**src/rtl/port_safe_pkg.sv**
```systemverilog
package port_safe_pkg;

    localparam int unsigned SS_CODE_W = 2;

    typedef enum logic [SS_CODE_W-1:0] {
        SS_HIZ  = 2'd0,
        SS_HIGH = 2'd1,
        SS_LOW  = 2'd2,
        SS_KEEP = 2'd3
    } ss_code_e;

    typedef struct packed {
        logic out;
        logic oe;
        logic pu;
    } pin_drive_t;

endpackage

```
**src/rtl/ss_kill_qualifier.sv**
```systemverilog
module ss_kill_qualifier #(
    parameter int unsigned SYNC_STAGES     = 2,
    parameter int unsigned DEGLITCH_CYCLES = 2
) (
    input  logic clk,
    input  logic rst_n,
    input  logic kill_async,
    input  logic immediate,
    output logic kill_valid
);

    localparam int unsigned HIST_W = (DEGLITCH_CYCLES > 1) ? DEGLITCH_CYCLES - 1 : 1;

    typedef struct packed {
        logic [SYNC_STAGES-1:0] sync;
        logic [HIST_W-1:0]      hist;
    } kq_state_t;

    kq_state_t st_d, st_q;
    logic      kill_synced;
    logic      kill_filtered;

    assign kill_synced = st_q.sync[SYNC_STAGES-1];

    always_comb begin
        st_d         = st_q;
        st_d.sync[0] = kill_async;
        for (int i = 1; i < int'(SYNC_STAGES); i++) begin
            st_d.sync[i] = st_q.sync[i-1];
        end
        st_d.hist[0] = kill_synced;
        for (int i = 1; i < int'(HIST_W); i++) begin
            st_d.hist[i] = st_q.hist[i-1];
        end
    end

    always_ff @(posedge clk or negedge rst_n) begin
        if (!rst_n) begin
            st_q <= '0;
        end else begin
            st_q <= st_d;
        end
    end

    generate
        if (DEGLITCH_CYCLES > 1) begin : g_filter
            assign kill_filtered = kill_synced & (&st_q.hist);
        end else begin : g_nofilter
            logic unused_hist;
            assign unused_hist   = ^st_q.hist;
            assign kill_filtered = kill_synced;
        end
    endgenerate

    assign kill_valid = immediate ? kill_synced : kill_filtered;

endmodule

```
**src/rtl/ss_pin_override.sv**
```systemverilog
module ss_pin_override
    import port_safe_pkg::*;
(
    input  logic                 safe_active,
    input  logic [SS_CODE_W-1:0] code,
    input  logic                 func_out,
    input  logic                 func_oe,
    input  logic                 pu_en,
    output logic                 pin_out,
    output logic                 pin_oe,
    output logic                 pin_pu
);

    pin_drive_t drv;

    always_comb begin
        drv.out = func_out;
        drv.oe  = func_oe;
        drv.pu  = pu_en;
        if (safe_active) begin
            unique case (ss_code_e'(code))
                SS_HIZ: begin
                    drv.out = 1'b0;
                    drv.oe  = 1'b0;
                end
                SS_HIGH: begin
                    drv.out = 1'b1;
                    drv.oe  = 1'b1;
                end
                SS_LOW: begin
                    drv.out = 1'b0;
                    drv.oe  = 1'b1;
                end
                SS_KEEP: begin
                    drv.pu  = 1'b0;
                end
                default: begin
                    drv.pu  = 1'b0;
                end
            endcase
        end
    end

    assign pin_out = drv.out;
    assign pin_oe  = drv.oe;
    assign pin_pu  = drv.pu;

endmodule

```
**src/rtl/port_safe_ctrl.sv**
```systemverilog
module port_safe_ctrl
    import port_safe_pkg::*;
#(
    parameter int unsigned NPINS           = 6,
    parameter int unsigned SYNC_STAGES     = 2,
    parameter int unsigned DEGLITCH_CYCLES = 2
) (
    input  logic                       clk,
    input  logic                       rst_n,
    input  logic                       kill_in,
    input  logic                       kill_imm,
    input  logic                       sw_safe_en,
    input  logic [NPINS*SS_CODE_W-1:0] ss_sel,
    input  logic [NPINS-1:0]           func_out,
    input  logic [NPINS-1:0]           func_oe,
    input  logic                       pu_en,
    output logic [NPINS-1:0]           pin_out,
    output logic [NPINS-1:0]           pin_oe,
    output logic [NPINS-1:0]           pin_pu
);

    logic kill_valid;
    logic safe_active;

    ss_kill_qualifier #(
        .SYNC_STAGES    (SYNC_STAGES),
        .DEGLITCH_CYCLES(DEGLITCH_CYCLES)
    ) u_kill (
        .clk       (clk),
        .rst_n     (rst_n),
        .kill_async(kill_in),
        .immediate (kill_imm),
        .kill_valid(kill_valid)
    );

    assign safe_active = sw_safe_en | kill_valid;

    generate
        for (genvar p = 0; p < int'(NPINS); p++) begin : g_pin
            ss_pin_override u_ovr (
                .safe_active(safe_active),
                .code       (ss_sel[p*SS_CODE_W +: SS_CODE_W]),
                .func_out   (func_out[p]),
                .func_oe    (func_oe[p]),
                .pu_en      (pu_en),
                .pin_out    (pin_out[p]),
                .pin_oe     (pin_oe[p]),
                .pin_pu     (pin_pu[p])
            );
        end
    endgenerate

endmodule

```
**config.mk**
```make
export PLATFORM = sky130hd
export DESIGN_NAME = port_safe_ctrl
export DESIGN_NICKNAME = d
export VERILOG_FILES = /design/src/rtl/port_safe_pkg.sv /design/src/rtl/ss_kill_qualifier.sv /design/src/rtl/ss_pin_override.sv /design/src/rtl/port_safe_ctrl.sv
export SDC_FILE = /design/constraint.sdc
export NUM_CORES = 1
export LEC_CHECK = 0
export ABC_AREA = 0
export BUFFER_PORTS_ARGS = -buffer_cell sky130_fd_sc_hd__clkbuf_2
export CAP_MARGIN = 15
export CORE_MARGIN = 4
export CORE_UTILIZATION = 36
export DETAILED_ROUTE_END_ITERATION = 8
export MAX_ROUTING_LAYER = met4
export PLACE_DENSITY_LB_ADDON = 0.1
export SLEW_MARGIN = 20
export SYNTH_ARGS = -nofsm -noshare
export SYNTH_HDL_FRONTEND = slang
export SYNTH_SLANG_ARGS = --single-unit
```
**constraint.sdc**
```tcl
create_clock -name clk -period 1.45 [get_ports clk]
set_clock_uncertainty 0.1 [all_clocks]
set_input_delay 0 -clock clk [delete_from_list [all_inputs] [get_ports clk]]
set_output_delay 0 -clock clk [all_outputs]
set_load 0.02 [all_outputs]
```
==> flow_metrics.tcl, run 1 <==
set metrics [dict create \
    power_density_mw_per_mm2 574 \
    status "finished, violations left" \
    via_per_inst 4.29 \
    htreeDepth 1 \
    synth_compound_area_frac 0.114 \
    worst_slew_pin_slew_ns 0.243 \
    cts_sinks 3 \
    violations "setup timing" \
    place_congestion 0.608 \
    cp_cell_sequence "nor3_4, buf_12, or3_4, mux2_4, buf_6" \
    reg2reg_to "u_kill.st_q[0]$_DFF_PN0_" \
    numCtsBuffers 3 \
    tns_ns -1.71 \
    internal-power_mw 0.366 \
    power_switching_mw 0.200 \
    cpPeakStageDelay_ns 0.37 \
    comb_power_share 0.587 \
    overflow 0 \
    synthMostInstantiatedCell "buf_4" \
    worstPathArrival_ns 1.60 \
    path_clk_slew_ns 0.03 \
    synth_area_per_cell_um2 9.00 \
    grt_antenna_before_repair 0 \
    hp-class "in -> out" \
    nets 157 \
    drv_slew 0 \
    ys_seq_area_frac 0.114 \
    synth_cell_types 16 \
    dp.cells 132 \
    cts_buffer_depth 2 \
    dp_hpwl_um 1190 \
    yosysTopAreaCellShare 0.229 \
    relSlewSlack 0.838 \
    muxShareOfSynthArea 0.175 \
    worstSkewPairLatency_ns 0.23 \
    synthTopCellsByArea "ha_1, buf_4, dfrtp_1" \
    reg2reg_from "u_kill.kill_synced$_DFF_PN0_" \
    cp_top_family "simple AND/OR/NAND/NOR gates" \
    cp_slowest_cell "dfrtp_1" \
    antenna_left 0 \
    synth_fa_ha_area_frac 0.229 \
    yosys_warnings 0 \
    leakage_nw 0.567 \
    synth.top_cells.by_count "buf_4, ha_1, inv_1" \
    coreArea_mm2 0.00173 \
    num_rows 15 \
    synth_xor_area_frac 0 \
    rrSetupSlack_ns 0.71 \
    synth_seq_cells 3 \
    hold_viol 0 \
    regArea_um2 75.1 \
    start_util 0.380 \
    path_max_fanout 8 \
    multi_input_area_um2 444 \
    drv_cap 0 \
    reg2reg_depth 1 \
    layout_min_cycle_time_ns 1.70 \
    setup_viol 13 \
    syn_to_final_growth_pct 50.1 \
    switching_share 0.353 \
    p_seq_frac 0.162 \
    diodes 0 \
    crit_required_ns 1.35 \
    die_w_um 50.7 \
    firstDrtPassIters 6 \
    finalWorstSetupSlack_ns -0.248 \
    fin_crit_sh 1.17 \
    grt_usage 0.112 \
    rsz0062_at_grt "true" \
    pwr-share-clk 0.251 \
    hold_start "func_out[1]" \
    drtIter0Drc 3 \
    cp_num_buf_inv 2 \
    drc_errors 0 \
    synthSimpleGateAreaFrac 0.105 \
    synth_top_family_by_area "buffers and inverters" \
    drive_gt1_frac 0.614 \
    synthesis.area_um2 657 \
    wl_per_cell_um 9.45 \
    ir_drop_mv 0.391 \
    synth_largest_area_cell "ha_1" \
    async_flop_share 1.00 \
    root_buffer "clkbuf_4" \
    cp-start-kind "register" \
    fmax_ghz 0.589 \
    grt_max_degree 9 \
    grt_pass1_wl_um 2210 \
    syn_inst 73 \
    cts_tree "done" \
    grt_pass1_vias 570 \
    num_vias 596 \
    die_h_um 50.7 \
    power_mw 0.566 \
    min_to "pin_out[1]" \
    cp-end-kind "primary output" \
    ys.flop_type "dfrtp_1" \
    final_cells 139 \
    portBuffers 47 \
    drt_wl_total_um 1310 \
    die-area_mm2 0.00257 \
    crit_type "reg -> out" \
    ios 48 \
    synth-edff-count 0 \
    fillerInstances 162 \
    synth_nets 115 \
    min_path_cells 3 \
]
==> worst min-delay path: cells and delay by family <==
kind	cells	cell delay [ns]
buf+inv	2	0.18
mux	1	0.13
==> layout by cell type (no fill, tap or decap), drive strengths merged <==
| cell type | instances |
|---|---|
| o31ai | 2 |
| or3 | 2 |
| clkbuf | 39 |
| mux2 | 6 |
| inv | 10 |
| nor3 | 5 |
| ha | 12 |
| buf | 17 |
| a21boi | 6 |
| nor2 | 1 |
| nand2b | 1 |
| dlygate4sd3 | 3 |
| mux2i | 4 |
| o21ai | 3 |
| dfrtp | 3 |
==> sequential cells by signal, summed over array words and instances, names as in the netlist <==
register,count
u_kill.kill_synced,1
u_kill.st_d,1
u_kill.st_q,1
==> how the worst max path moves through the flow <==
stage                                      start          to  slack [ns]  depth (start not counted)
floorplan           u_kill.kill_synced$_DFF_PN0_  pin_out[1]        0.04                          4
global placement    u_kill.kill_synced$_DFF_PN0_  pin_out[1]       -0.07                          4
detailed placement  u_kill.kill_synced$_DFF_PN0_  pin_out[3]       -0.09                          4
CTS                     u_kill.st_q[0]$_DFF_PN0_  pin_out[3]       -0.23                          4
global route            u_kill.st_q[0]$_DFF_PN0_  pin_out[1]       -0.29                          5
finish                  u_kill.st_q[0]$_DFF_PN0_  pin_out[1]       -0.25                          5
==> what timing repair did <==
action,4_1_cts,5_1_grt
resized for setup,24,21
hold buffers,3,0
hold endpoints to repair,4,0
pin swaps,6,6
setup buffers,2,2
setup endpoints to repair,16,18
==> layer usage <==
layer  vias to the layer above  wire length (um)  track usage  share of wire
met4                         0                 0       0.0538              0
met3                         0               149       0.0326           0.11
li1                        314                 -            -              -
met1                       254               515        0.128           0.39
met2                        28               649        0.180           0.49
met5                         -                 0            -              0
==> per-stage QoR <==
step                 util  setup slack, ns  hold slack [ns]  cell area (um2)
floorplan               -           0.0397           -0.396              657
global placement    0.478          -0.0684           -0.303              826
detailed placement  0.478          -0.0869           -0.302              826
CTS                 0.543           -0.231            0.227              937
global route        0.571           -0.295            0.226              986
finish              0.571           -0.248            0.213              986
==> final cells by class <==
class	instances	area share
tap	25	0.0317
inverter	10	0.0381
sequential	3	0.0761
multi-input combinational	42	0.451
timing repair buffer	55	0.377
clock buffer	4	0.0266
==> power by group through the flow <==
stage / combinational [mW] / sequential, mW / clock [mW]
3_3_place_gp: 0.281 / 0.0919 / 0
2_1_floorplan: 0.228 / 0.0917 / 0
6_report: 0.332 / 0.0919 / 0.142
3_5_place_dp: 0.284 / 0.0920 / 0
4_1_cts: 0.317 / 0.0920 / 0.151
5_1_grt: 0.364 / 0.0923 / 0.158
==> cell families (layout without fill, tap and decap cells) <==
| group | after synthesis | count (layout) |
|---|---|---|
| AO/OA/AOI/OAI | 11 | 11 |
| buffers and inverters | 28 | 69 |
| adder cells (fa/ha/maj) | 12 | 12 |
| AND/OR/NAND/NOR | 9 | 9 |
| multiplexers | 10 | 10 |
| flip-flops | 3 | 3 |
Note: power is estimated with default switching activity, not from simulation.
==> inputs of run 2 (changes only) <==
PLACE_DENSITY_LB_ADDON = 0.15   (was 0.1)
==> flow_metrics.tcl, run 2 (synthesis results as in run 1) <==
set metrics [dict create \
    fin_area_um2 978 \
    path_clk_slew_ns 0.04 \
    reg2reg_to "u_kill.st_q[0]$_DFF_PN0_" \
    die-area_mm2 0.00257 \
    final_common_cell "clkbuf_2" \
    die_w_um 50.7 \
    ir_drop_mv 0.401 \
    portBuffers 47 \
    grt_max_degree 9 \
    antenna_left 0 \
    fillerInstances 171 \
    hold_ws_ns 0.222 \
    final_util 0.567 \
    crit_type "reg -> out" \
    layout_common_cells "clkbuf_2, buf_4, ha_1, inv_1, a21boi_1" \
    drv_cap 0 \
    place_congestion 0.624 \
    reg2reg_depth 2 \
    endpoint "pin_out[3]" \
    power_density_mw_per_mm2 579 \
    relSlewSlack 0.772 \
    post-place-ws_ns -0.103 \
    drive_gt1_frac 0.612 \
    placed_cell_area_um2 826 \
    cp_slowest_cell "dfrtp_1" \
    num_rows 15 \
    cp-start-kind "register" \
    cts_tree "done" \
    overflow 0 \
    layout_min_cycle_time_ns 1.65 \
    fmax_ghz 0.605 \
    firstDrtPassIters 2 \
    nets 159 \
    grt_usage 0.138 \
    hold_start "func_out[0]" \
    diodes 0 \
    crit_required_ns 1.35 \
    leakage_nw 0.566 \
    cp-startpoint "u_kill.st_q[0]$_DFF_PN0_" \
    path_max_fanout 6 \
    grt_pass1_wl_um 2630 \
    worstPathArrival_ns 1.55 \
    grt_antenna_before_repair 0 \
    hold_viol 0 \
    grt_pass1_vias 675 \
    regArea_um2 75.1 \
    cp_cell_sequence "nor3_4, or3_4, mux2_4, clkbuf_2" \
    cpPeakStageDelay_ns 0.39 \
    worstSkewPairLatency_ns 0.23 \
    numCtsBuffers 3 \
    status "finished, violations left" \
    cp-end-kind "primary output" \
    finalWorstSetupSlack_ns -0.204 \
    die_h_um 50.7 \
    root_buffer "clkbuf_4" \
    multi_input_area_um2 443 \
    rsz0062_at_grt "true" \
    setup_viol 13 \
    num_vias 611 \
    worst_slew_pin_slew_ns 0.341 \
    coreArea_mm2 0.00173 \
    drc_errors 0 \
    rrSetupSlack_ns 0.60 \
    via_per_inst 4.33 \
    min_path_cells 3 \
    tns_ns -1.61 \
    hp-class "in -> out" \
    cts_buffer_depth 2 \
    start_util 0.380 \
    drtIter0Drc 2 \
    drt_wl_total_um 1490 \
    syn_to_final_growth_pct 49.0 \
    reg2reg_from "u_kill.kill_synced$_DFF_PN0_" \
    wl_per_cell_um 10.6 \
    htreeDepth 1 \
    fin_crit_sh 1.14 \
    drv_slew 0 \
    ios 48 \
    cts_sinks 3 \
    violations "setup timing" \
    dp_hpwl_um 1180 \
]
## run 2: cell types whose count changed in the layout (fill, tap and decap cells not counted), sizes merged
cell / before / now
buf: 17 / 21
clkbuf: 39 / 37
## run 2: power by group
| part | internal [mW] | switching, mW |
|---|---|---|
| combinational | 0.168 | 0.160 |
| sequential | 0.0885 | 0.00334 |
| clock | 0.103 | 0.0441 |
## run 2: metrics by stage
step / total power [mW] / cells
4_1_cts: 0.561 / 141
3_5_place_dp: 0.376 / 132
6_report: 0.567 / 141
5_1_grt: 0.625 / 141
3_3_place_gp: 0.372 / 132
2_1_floorplan: 0.320 / 73
## run 2: area by class of cell
cell class | count | share of cell area
sequential | 3 | 0.0767
tap | 25 | 0.0320
multi-input combinational | 42 | 0.453
clock buffer | 4 | 0.0269
inverter | 10 | 0.0384
timing repair buffer | 57 | 0.373
## run 2: how the worst min path moves through the flow
stage	slack [ns]	end
6_report	0.22	pin_out[0]
4_1_cts	0.22	pin_oe[2]
2_1_floorplan	-0.40	u_kill.kill_synced$_DFF_PN0_
5_1_grt	0.24	pin_out[0]
3_3_place_gp	-0.30	u_kill.st_d[2]$_DFF_PN0_
3_5_place_dp	-0.30	u_kill.st_q[0]$_DFF_PN0_
## run 2: what timing repair did
action                                  4_1_cts  5_1_grt
endpoints found under the hold margin         4        0
hold buffers                                  3        0
pin swaps                                     6        5
setup buffers                                 4        0
endpoints found under the setup margin       18       18
gates resized for setup                      20       24
## run 2: routing by layer
metal | track usage | vias up | part of all wire | routed length [um]
met5 | - | - | 0 | 0
met4 | 0.0807 | 0 | 0 | 0
met3 | 0.0237 | 0 | 0.075 | 112
met2 | 0.259 | 28 | 0.55 | 816
met1 | 0.129 | 268 | 0.38 | 563
li1 | - | 315 | - | -
## run 2: critical path, delay by kind of cell (launching register included)
kind	cells	cell delay, ns
mux	1	0.29
buf+inv	1	0.15
simple gates	2	0.49
flops	1	0.39
